$ cat src/rtl/conv_pkg.sv
package conv_pkg;
  localparam int ADDR_W = 12;
  localparam int STEP_W = 8;

  localparam logic [ADDR_W-1:0] OFF_CS    = 12'h400;
  localparam logic [ADDR_W-1:0] OFF_SETUP = 12'h404;
  localparam logic [ADDR_W-1:0] OFF_CFG   = 12'h408;
  localparam logic [ADDR_W-1:0] OFF_IN    = 12'h40C;
  localparam logic [ADDR_W-1:0] OFF_CHR   = 12'h410;
  localparam logic [ADDR_W-1:0] OFF_STR   = 12'h414;
  localparam logic [ADDR_W-1:0] OFF_UPL   = 12'h418;
  localparam logic [ADDR_W-1:0] OFF_OUT   = 12'h41C;
  localparam logic [ADDR_W-1:0] OFF_SIZE  = 12'h420;
  localparam logic [ADDR_W-1:0] OFF_COEF  = 12'h424;
  localparam logic [ADDR_W-1:0] OFF_CRC   = 12'h434;

  localparam logic [31:0] CRC_POLY = 32'hEDB88320;

  typedef struct packed {
    logic [31:0]       in_addr;
    logic [31:0]       out_addr;
    logic [STEP_W-1:0] steps;
    logic              irq_req;
  } job_t;

  function automatic logic [31:0] crc_fold(input logic [31:0] crc, input logic [31:0] word);
    logic [31:0] c;
    logic        fb;
    c = crc;
    for (int i = 0; i < 32; i++) begin
      fb = c[0] ^ word[i];
      c  = c >> 1;
      if (fb) c = c ^ CRC_POLY;
    end
    return c;
  endfunction

  function automatic logic [2:0] idle_gap(input logic [1:0] thr);
    case (thr)
      2'd0:    return 3'd0;
      2'd1:    return 3'd1;
      2'd2:    return 3'd3;
      default: return 3'd7;
    endcase
  endfunction
endpackage

$ cat src/rtl/conv_job_queue.sv
module conv_job_queue
  import conv_pkg::*;
#(
  parameter int DEPTH = 4,
  localparam int PTR_W = (DEPTH > 1) ? $clog2(DEPTH) : 1,
  localparam int CNT_W = $clog2(DEPTH + 1)
) (
  input  logic             clk,
  input  logic             rst_n,
  input  logic             flush,
  input  logic             push,
  input  job_t             push_data,
  input  logic             pop,
  output job_t             pop_data,
  output logic [CNT_W-1:0] count,
  output logic             empty
);
  job_t             mem [DEPTH];
  logic [PTR_W-1:0] wr_ptr, rd_ptr;
  logic             full, push_ok, pop_ok;

  assign full     = (count == CNT_W'(DEPTH));
  assign empty    = (count == '0);
  assign push_ok  = push && !full;
  assign pop_ok   = pop && !empty;
  assign pop_data = mem[rd_ptr];

  function automatic logic [PTR_W-1:0] ptr_next(input logic [PTR_W-1:0] p);
    return (p == PTR_W'(DEPTH - 1)) ? '0 : p + 1'b1;
  endfunction

  always_ff @(posedge clk) begin
    if (!rst_n) begin
      wr_ptr <= '0;
      rd_ptr <= '0;
      count  <= '0;
    end else if (flush) begin
      wr_ptr <= '0;
      rd_ptr <= '0;
      count  <= '0;
    end else begin
      if (push_ok) wr_ptr <= ptr_next(wr_ptr);
      if (pop_ok)  rd_ptr <= ptr_next(rd_ptr);
      count <= count + CNT_W'(push_ok) - CNT_W'(pop_ok);
    end
  end

  always_ff @(posedge clk) begin
    if (push_ok && !flush) mem[wr_ptr] <= push_data;
  end

  AST_FULL_PUSH_DROPPED: assert property (@(posedge clk) disable iff (!rst_n)
    (push && full && !pop && !flush) |=> (count == $past(count)));
  AST_FLUSH_EMPTIES: assert property (@(posedge clk) disable iff (!rst_n)
    flush |=> empty);
endmodule

$ cat src/rtl/conv_job_engine.sv
module conv_job_engine
  import conv_pkg::*;
(
  input  logic        clk,
  input  logic        rst_n,
  input  logic        abort,
  input  logic        q_empty,
  input  job_t        q_data,
  output logic        q_pop,
  input  logic [1:0]  thr,
  input  logic        crc_en,
  input  logic        crc_chain,
  output logic        out_wr_valid,
  output logic [31:0] out_wr_addr,
  output logic [31:0] crc_value,
  output logic        job_done,
  output logic        job_irq,
  output logic        running
);
  typedef enum logic [1:0] {ST_IDLE, ST_STEP, ST_GAP} state_t;

  state_t            state;
  job_t              cur;
  logic [STEP_W-1:0] step_idx, last_idx;
  logic [2:0]        gap_cnt;
  logic [1:0]        thr_q;
  logic              crc_mode_q;
  logic              step_fire, last_step;

  assign step_fire = (state == ST_STEP);
  assign last_idx  = (cur.steps == '0) ? '0 : cur.steps - 1'b1;
  assign last_step = (step_idx == last_idx);
  assign q_pop     = (state == ST_IDLE) && !q_empty && !abort;
  assign job_done  = step_fire && last_step && !abort;
  assign job_irq   = job_done && cur.irq_req;
  assign running   = (state != ST_IDLE);

  assign out_wr_valid = step_fire && !crc_mode_q && !abort;
  assign out_wr_addr  = cur.out_addr + (32'(step_idx) << 2);

  always_ff @(posedge clk) begin
    if (!rst_n) begin
      state      <= ST_IDLE;
      cur        <= '0;
      step_idx   <= '0;
      gap_cnt    <= '0;
      thr_q      <= '0;
      crc_mode_q <= 1'b0;
      crc_value  <= '1;
    end else begin
      case (state)
        ST_IDLE: if (q_pop) begin
          cur        <= q_data;
          step_idx   <= '0;
          thr_q      <= thr;
          crc_mode_q <= crc_en;
          if (crc_en && !crc_chain) crc_value <= '1;
          state      <= ST_STEP;
        end
        ST_STEP: begin
          if (abort) state <= ST_IDLE;
          else begin
            if (crc_mode_q)
              crc_value <= crc_fold(crc_value, cur.in_addr + (32'(step_idx) << 2));
            if (last_step) state <= ST_IDLE;
            else begin
              step_idx <= step_idx + 1'b1;
              if (idle_gap(thr_q) != 3'd0) begin
                gap_cnt <= idle_gap(thr_q) - 3'd1;
                state   <= ST_GAP;
              end
            end
          end
        end
        default: begin
          if (abort) state <= ST_IDLE;
          else if (gap_cnt == '0) state <= ST_STEP;
          else gap_cnt <= gap_cnt - 3'd1;
        end
      endcase
    end
  end

  AST_THROTTLE_GAP: assert property (@(posedge clk) disable iff (!rst_n)
    (step_fire && !last_step && !abort && thr_q != 2'd0) |=> !step_fire);
  AST_ABORT_STOPS: assert property (@(posedge clk) disable iff (!rst_n)
    abort |=> !running);
  AST_CRC_HOLDS_IDLE: assert property (@(posedge clk) disable iff (!rst_n)
    (!running && !q_pop) |=> $stable(crc_value));
endmodule

$ cat src/rtl/conv_job_frontend.sv
module conv_job_frontend
  import conv_pkg::*;
#(
  parameter int           QDEPTH   = 4,
  parameter logic [127:0] DEF_COEF = 128'h0198_0000_0066_00D0_0000_0204_0000_012A,
  localparam int          CNT_W    = $clog2(QDEPTH + 1)
) (
  input  logic              clk,
  input  logic              rst_n,
  input  logic              bus_wr,
  input  logic [ADDR_W-1:0] bus_addr,
  input  logic [31:0]       bus_wdata,
  output logic [31:0]       bus_rdata,
  output logic              out_wr_valid,
  output logic [31:0]       out_wr_addr,
  output logic [127:0]      coef_eff,
  output logic              irq_done,
  output logic              irq_slot
);
  logic [31:0] setup_q, cfg_q, in_q, chr_q, str_q, upl_q, out_q, size_q;
  logic [31:0] coef_q [4];
  logic [7:0]  done_cnt;
  logic        irq_done_q, irq_slot_q;

  logic             cs_wr, abort, launch, q_pop, q_empty;
  logic             job_done, job_irq, running, busy, slot_cond;
  logic [CNT_W-1:0] q_count;
  logic [5:0]       free_slots, slot_thr;
  logic [31:0]      crc_value;
  job_t             push_job, pop_job;

  assign cs_wr  = bus_wr && (bus_addr == OFF_CS);
  assign abort  = cs_wr && bus_wdata[31];
  assign launch = bus_wr && (bus_addr == OFF_CFG);

  always_comb begin
    push_job.in_addr  = in_q;
    push_job.out_addr = out_q;
    push_job.steps    = size_q[STEP_W-1:0];
    push_job.irq_req  = bus_wdata[0];
  end

  conv_job_queue #(.DEPTH(QDEPTH)) u_queue (
    .clk(clk), .rst_n(rst_n), .flush(abort), .push(launch), .push_data(push_job),
    .pop(q_pop), .pop_data(pop_job), .count(q_count), .empty(q_empty)
  );

  conv_job_engine u_engine (
    .clk(clk), .rst_n(rst_n), .abort(abort), .q_empty(q_empty), .q_data(pop_job),
    .q_pop(q_pop), .thr(setup_q[1:0]), .crc_en(setup_q[3]), .crc_chain(setup_q[4]),
    .out_wr_valid(out_wr_valid), .out_wr_addr(out_wr_addr), .crc_value(crc_value),
    .job_done(job_done), .job_irq(job_irq), .running(running)
  );

  assign free_slots = 6'(QDEPTH) - 6'(q_count);
  assign busy       = running || !q_empty;
  assign slot_thr   = setup_q[13:8];
  assign slot_cond  = (slot_thr != '0) && (free_slots >= slot_thr);

  always_ff @(posedge clk) begin
    if (!rst_n) begin
      setup_q <= '0; cfg_q <= '0; in_q <= '0; chr_q <= '0;
      str_q   <= '0; upl_q <= '0; out_q <= '0; size_q <= '0;
      done_cnt <= '0; irq_done_q <= 1'b0; irq_slot_q <= 1'b0;
    end else begin
      if (bus_wr) begin
        case (bus_addr)
          OFF_SETUP: setup_q <= bus_wdata;
          OFF_CFG:   cfg_q   <= bus_wdata;
          OFF_IN:    in_q    <= bus_wdata;
          OFF_CHR:   chr_q   <= bus_wdata;
          OFF_STR:   str_q   <= bus_wdata;
          OFF_UPL:   upl_q   <= bus_wdata;
          OFF_OUT:   out_q   <= bus_wdata;
          OFF_SIZE:  size_q  <= bus_wdata;
          default: ;
        endcase
      end
      if (job_done) done_cnt <= done_cnt + 8'd1;
      if (job_irq) irq_done_q <= 1'b1;
      else if (cs_wr && bus_wdata[1]) irq_done_q <= 1'b0;
      if (slot_cond) irq_slot_q <= 1'b1;
      else if (cs_wr && bus_wdata[2]) irq_slot_q <= 1'b0;
    end
  end

  for (genvar g = 0; g < 4; g++) begin : g_coef
    always_ff @(posedge clk) begin
      if (!rst_n) coef_q[g] <= '0;
      else if (bus_wr && bus_addr == OFF_COEF + ADDR_W'(4 * g)) coef_q[g] <= bus_wdata;
    end
  end

  assign coef_eff = coef_q[0][31] ? {coef_q[3], coef_q[2], coef_q[1], coef_q[0]} : DEF_COEF;
  assign irq_done = irq_done_q;
  assign irq_slot = irq_slot_q;

  always_comb begin
    case (bus_addr)
      OFF_CS:    bus_rdata = {8'd0, done_cnt, 2'd0, free_slots, 5'd0, irq_slot_q, irq_done_q, busy};
      OFF_SETUP: bus_rdata = setup_q;
      OFF_CFG:   bus_rdata = cfg_q;
      OFF_IN:    bus_rdata = in_q;
      OFF_CHR:   bus_rdata = chr_q;
      OFF_STR:   bus_rdata = str_q;
      OFF_UPL:   bus_rdata = upl_q;
      OFF_OUT:   bus_rdata = out_q;
      OFF_SIZE:  bus_rdata = size_q;
      OFF_COEF:          bus_rdata = coef_q[0];
      OFF_COEF + 12'h4:  bus_rdata = coef_q[1];
      OFF_COEF + 12'h8:  bus_rdata = coef_q[2];
      OFF_COEF + 12'hC:  bus_rdata = coef_q[3];
      OFF_CRC:   bus_rdata = crc_value;
      default:   bus_rdata = '0;
    endcase
  end

  AST_DONE_COUNT: assert property (@(posedge clk) disable iff (!rst_n)
    job_done |=> (done_cnt == $past(done_cnt) + 8'd1));
  AST_DONE_IRQ_STICKY: assert property (@(posedge clk) disable iff (!rst_n)
    (irq_done_q && !(cs_wr && bus_wdata[1])) |=> irq_done_q);
  AST_SLOT_ZERO_THR: assert property (@(posedge clk) disable iff (!rst_n)
    (!irq_slot_q && slot_thr == '0) |=> !irq_slot_q);
  AST_BUSY_FREE: assert property (@(posedge clk) disable iff (!rst_n)
    (free_slots != 6'(QDEPTH)) |-> busy);
endmodule

$ cat config.mk
export PLATFORM = sky130hd
export DESIGN_NAME = conv_job_frontend
export DESIGN_NICKNAME = d
export VERILOG_FILES = /design/src/rtl/conv_pkg.sv /design/src/rtl/conv_job_queue.sv /design/src/rtl/conv_job_engine.sv /design/src/rtl/conv_job_frontend.sv
export SDC_FILE = /design/constraint.sdc
export NUM_CORES = 2
export LEC_CHECK = 0
export BUFFER_PORTS_ARGS = -buffer_cell sky130_fd_sc_hd__buf_2
export CELL_PAD_IN_SITES_DETAIL_PLACEMENT = 0
export CELL_PAD_IN_SITES_GLOBAL_PLACEMENT = 1
export CORE_MARGIN = 2
export CORE_UTILIZATION = 32
export CTS_BUF_LIST = sky130_fd_sc_hd__clkbuf_4 sky130_fd_sc_hd__clkbuf_8
export DETAILED_ROUTE_END_ITERATION = 10
export GPL_ROUTABILITY_DRIVEN = 1
export GPL_TIMING_DRIVEN = 0
export PLACE_DENSITY = 0.66
export SYNTH_ARGS = -nofsm -noshare
export SYNTH_HDL_FRONTEND = slang
export SYNTH_HIERARCHICAL = 1
export SYNTH_SLANG_ARGS = --single-unit
$ cat constraint.sdc
create_clock -name clk -period 25.6 [get_ports clk]
set_input_delay 2.56 -clock clk [delete_from_list [all_inputs] [get_ports clk]]
set_output_delay 2.56 -clock clk [all_outputs]
set_load 0.01 [all_outputs]
==> results.cfg <==
[status]
outcome = finished, violations left
violations = max-capacitance violations, max-slew violations

[drt]
drt_iter0_markers = 3588
detail-route-antenna-nets = 0
viasPerCell = 5.456
drtPass1Iterations = 7
wirelength_mm = 180.7
vias = 31702
wl_per_cell_um = 31.09
drc = 0

[clocking]
cts_made_buffers = 142
htree_levels = 4
postCtsSetupRepairBufs = 0
path_clk_slew_ns = 0.06
clockRootBuffer = clkbuf_8
cts_tree = done
cts.sinks = 816
cts_resized = 0
clk_path_buf_depth = 3
cts-hold-fix-buffers = 0
clk_latency_ns = 0.87

[pwr]
ir_worst_vdd_mv = 0.03139
power_density_mw_per_mm2 = 58.98
power_uw = 2774
leakage_uw = 0.01687

[synthesis]
synth.largest_area_cell = edfxtp_1
synth_edf_count = 420
ys_ff_latch = 816
synth_ff_type = edfxtp_1
synth-xor-area-share_pct = 9.755
synth_compound_area_share_pct = 11.66
netlist_area_mm2 = 0.04026
post_synth.cell_area_avg_um2 = 11.16
yosysUniqueCellTypes = 90
synth_area_leaders = edfxtp_1 31%, dfxtp_1 20%, nand2_1 6.5%
synth_commonest_cells = 699 x nand2_1, 420 x edfxtp_1, 396 x dfxtp_1
synth.most_common_cell = nand2_1
synth_top_family_by_area = simple AND/OR/NAND/NOR gates
ys_seq_area_share_pct = 51.02
syn-num-nets = 3692
yosysTopAreaCellShare_pct = 31.33
synth_fa_ha_area_share_pct = 1.206
syn_inst = 3608
synth.mux.area_fraction_pct = 7.300
ys_warn_count = 6
synthArstFlopShare_pct = 0
synth-simple-area-share_pct = 15.50

[place]
dp_hpwl_mm = 135.7
placed_cell_area_mm2 = 0.04409
gp_congestion = 0.9966
portBuffers = 237

[final_layout]
fillers = 12620
multi_input_area_mm2 = 0.01836
fin_area_mm2 = 0.04703
synthToLayoutAreaGrowth_pct = 16.81
final_nets = 4115
drive_gt1_share_pct = 18.76
regArea_mm2 = 0.02054

[timing]
final_max_slew_viol_count = 12
hold_viol = 0
min_period_ns = 9.681
relSlewSlack_pct = -4.340
tightest_slew_ns = 1.559
skew_ns = 0.03820
fmax_mhz = 103.3
setup_viol_count_final = 0
fin_tns_setup_ns = 0
rsz0062_at_grt = no
finalCritPeriodShare_pct = 37.82

[setup_path]
startpoint_type = input port
crit_slowest_cell = buf_1
worstPathMaxFanout = 10
cp.depth = 8
critPathBufInv = 5
criticalPathCategory = input port to primary output
crit_chain = buf_2 > buf_2 > nor4b_1 > buf_2 > buf_1 > a21oi_1 > o21ai_0 > buf_2
cp.arrival_ns = 7.12
worstRegToRegCells = 15
slowest_delay_ns = 1.01
end_kind = primary output
critPathTopFamily = buffers and inverters
crit_top_cell = buf_2
worstPathRequired_ns = 23.04

[die]
start_util_pct = 32.14
num_rows = 130
fp.dieH_um = 358.7
dieArea_mm2 = 0.1287
core_mm2 = 0.1252
ios = 242
die_w_um = 358.7

[global_route]
grt_util_all_layers_pct = 27.64
antenna_found_initial = 21
grt_pass1_wl_mm = 244.4
grt_max_degree = 26
grt_pass1_vias = 30759
grt-ovfl-total = 0

[min_path]
worstHoldPathCells = 2
hp-class = flop to flop

[job]
max_cap_viol_count = 3
-- layer usage --
| layer | global-route usage [%] | up-vias | wire length, um |
|---|---|---|---|
| li1 | - | 13685 | - |
| met1 | 35.63 | 15814 | 72370 |
| met2 | 42.29 | 1736 | 79870 |
| met3 | 7.132 | 461 | 17180 |
| met4 | 15.22 | 6 | 11200 |
| met5 | 0 | - | 37 |
-- per-stage QoR --
| stage | util, % | setup WS, ns | instances | hold slack [ns] |
|---|---|---|---|---|
| 5_1_grt | 37.54 | 16.04 | 5805 | 0.4616 |
| 3_5_place_dp | 35.20 | 15.95 | 5537 | 0.4420 |
| 3_3_place_gp | 34.74 | 8.820 | 5495 | 0.4342 |
| 2_1_floorplan | - | 15.54 | 3608 | 0.4263 |
| 6_report | 37.55 | 15.92 | 5810 | 0.4530 |
| 4_1_cts | 37.53 | 16.24 | 5802 | 0.4500 |
-- power breakdown --
part | switching, uW | leakage [uW] | internal (uW)
sequential | 10.3 | 0.00711 | 1380
clock | 572 | 0.00152 | 672
combinational | 107 | 0.00824 | 35.7
total | 690 | 0.0169 | 2080
-- cells in the final DEF, fill, tap and decap left out, drive strengths merged, types with 25 or more instances in the layout --
master	instances
dfxtp	396
a22oi	73
edfxtp	420
mux4	84
nand3	64
xor2	71
xnor2	192
a21oi	61
mux2i	81
buf	386
ha	34
nand2b	25
nand4	38
o22ai	27
xnor3	50
nor3	37
a21boi	302
clkbuf	370
clkinv	44
inv	37
nand2	699
nor2	56
nor2b	47
and2	252
o21ai	45
-- worst register-to-register path, stage by stage, from the launching register on --
cell     delay, ns
dfxtp_1       0.51
ha_1          0.24
inv_1         0.06
fa_1          0.52
xnor2_4       0.38
xnor3_1       0.45
xor3_2        0.30
xnor3_2       0.52
xnor3_2       0.32
xnor2_4       0.37
xor3_2        0.56
xnor2_1       0.19
xnor3_4       0.52
xnor2_2       0.40
xor3_1        0.48
o22a_1        0.19
-- area by class of cell --
class	instances	area share [%]
antenna	8	0.04257
buffer	271	2.775
clock buffer	206	5.324
clock inverter	59	0.8807
inverter	35	0.2794
multi-input combinational	2486	39.05
sequential	816	43.68
tap	1650	4.390
timing repair buffer	279	3.581
-- path summary, 6_finish.rpt --
path                        start                     end  slack (ns)
max                   bus_addr[4]            bus_rdata[3]       15.92
min                     upl_q[28]               upl_q[28]        0.45
max reg2reg  u_engine/step_idx[0]  u_engine/crc_value[20]       19.51
min reg2reg             upl_q[28]               upl_q[28]        0.45
-- sequential cells by signal, indices dropped and copies added (netlist names), named ones only --
signal / count
u_queue/mem: 292
coef_q: 128
u_engine/cur: 73
cfg_q: 32
chr_q: 32
in_q: 32
out_q: 32
setup_q: 32
size_q: 32
str_q: 32
u_engine/crc_value: 32
upl_q: 32
done_cnt: 8
u_engine/step_idx: 8
u_engine/gap_cnt: 3
u_queue/count: 3
u_engine/state: 2
u_engine/thr_q: 2
u_queue/rd_ptr: 2
u_queue/wr_ptr: 2
irq_done: 1
irq_slot: 1
u_engine/crc_mode_q: 1
-- logic make-up (layout without fill, tap and decap cells) --
family | after synthesis | after routing
flops | 816 | 816
mux | 186 | 186
fa+ha+maj | 37 | 37
simple gates | 1297 | 1297
buf+inv | 306 | 850
other cells | 0 | 8
xor+xnor | 323 | 323
compound gates | 643 | 643
Note: power is estimated with default switching activity, not from simulation.
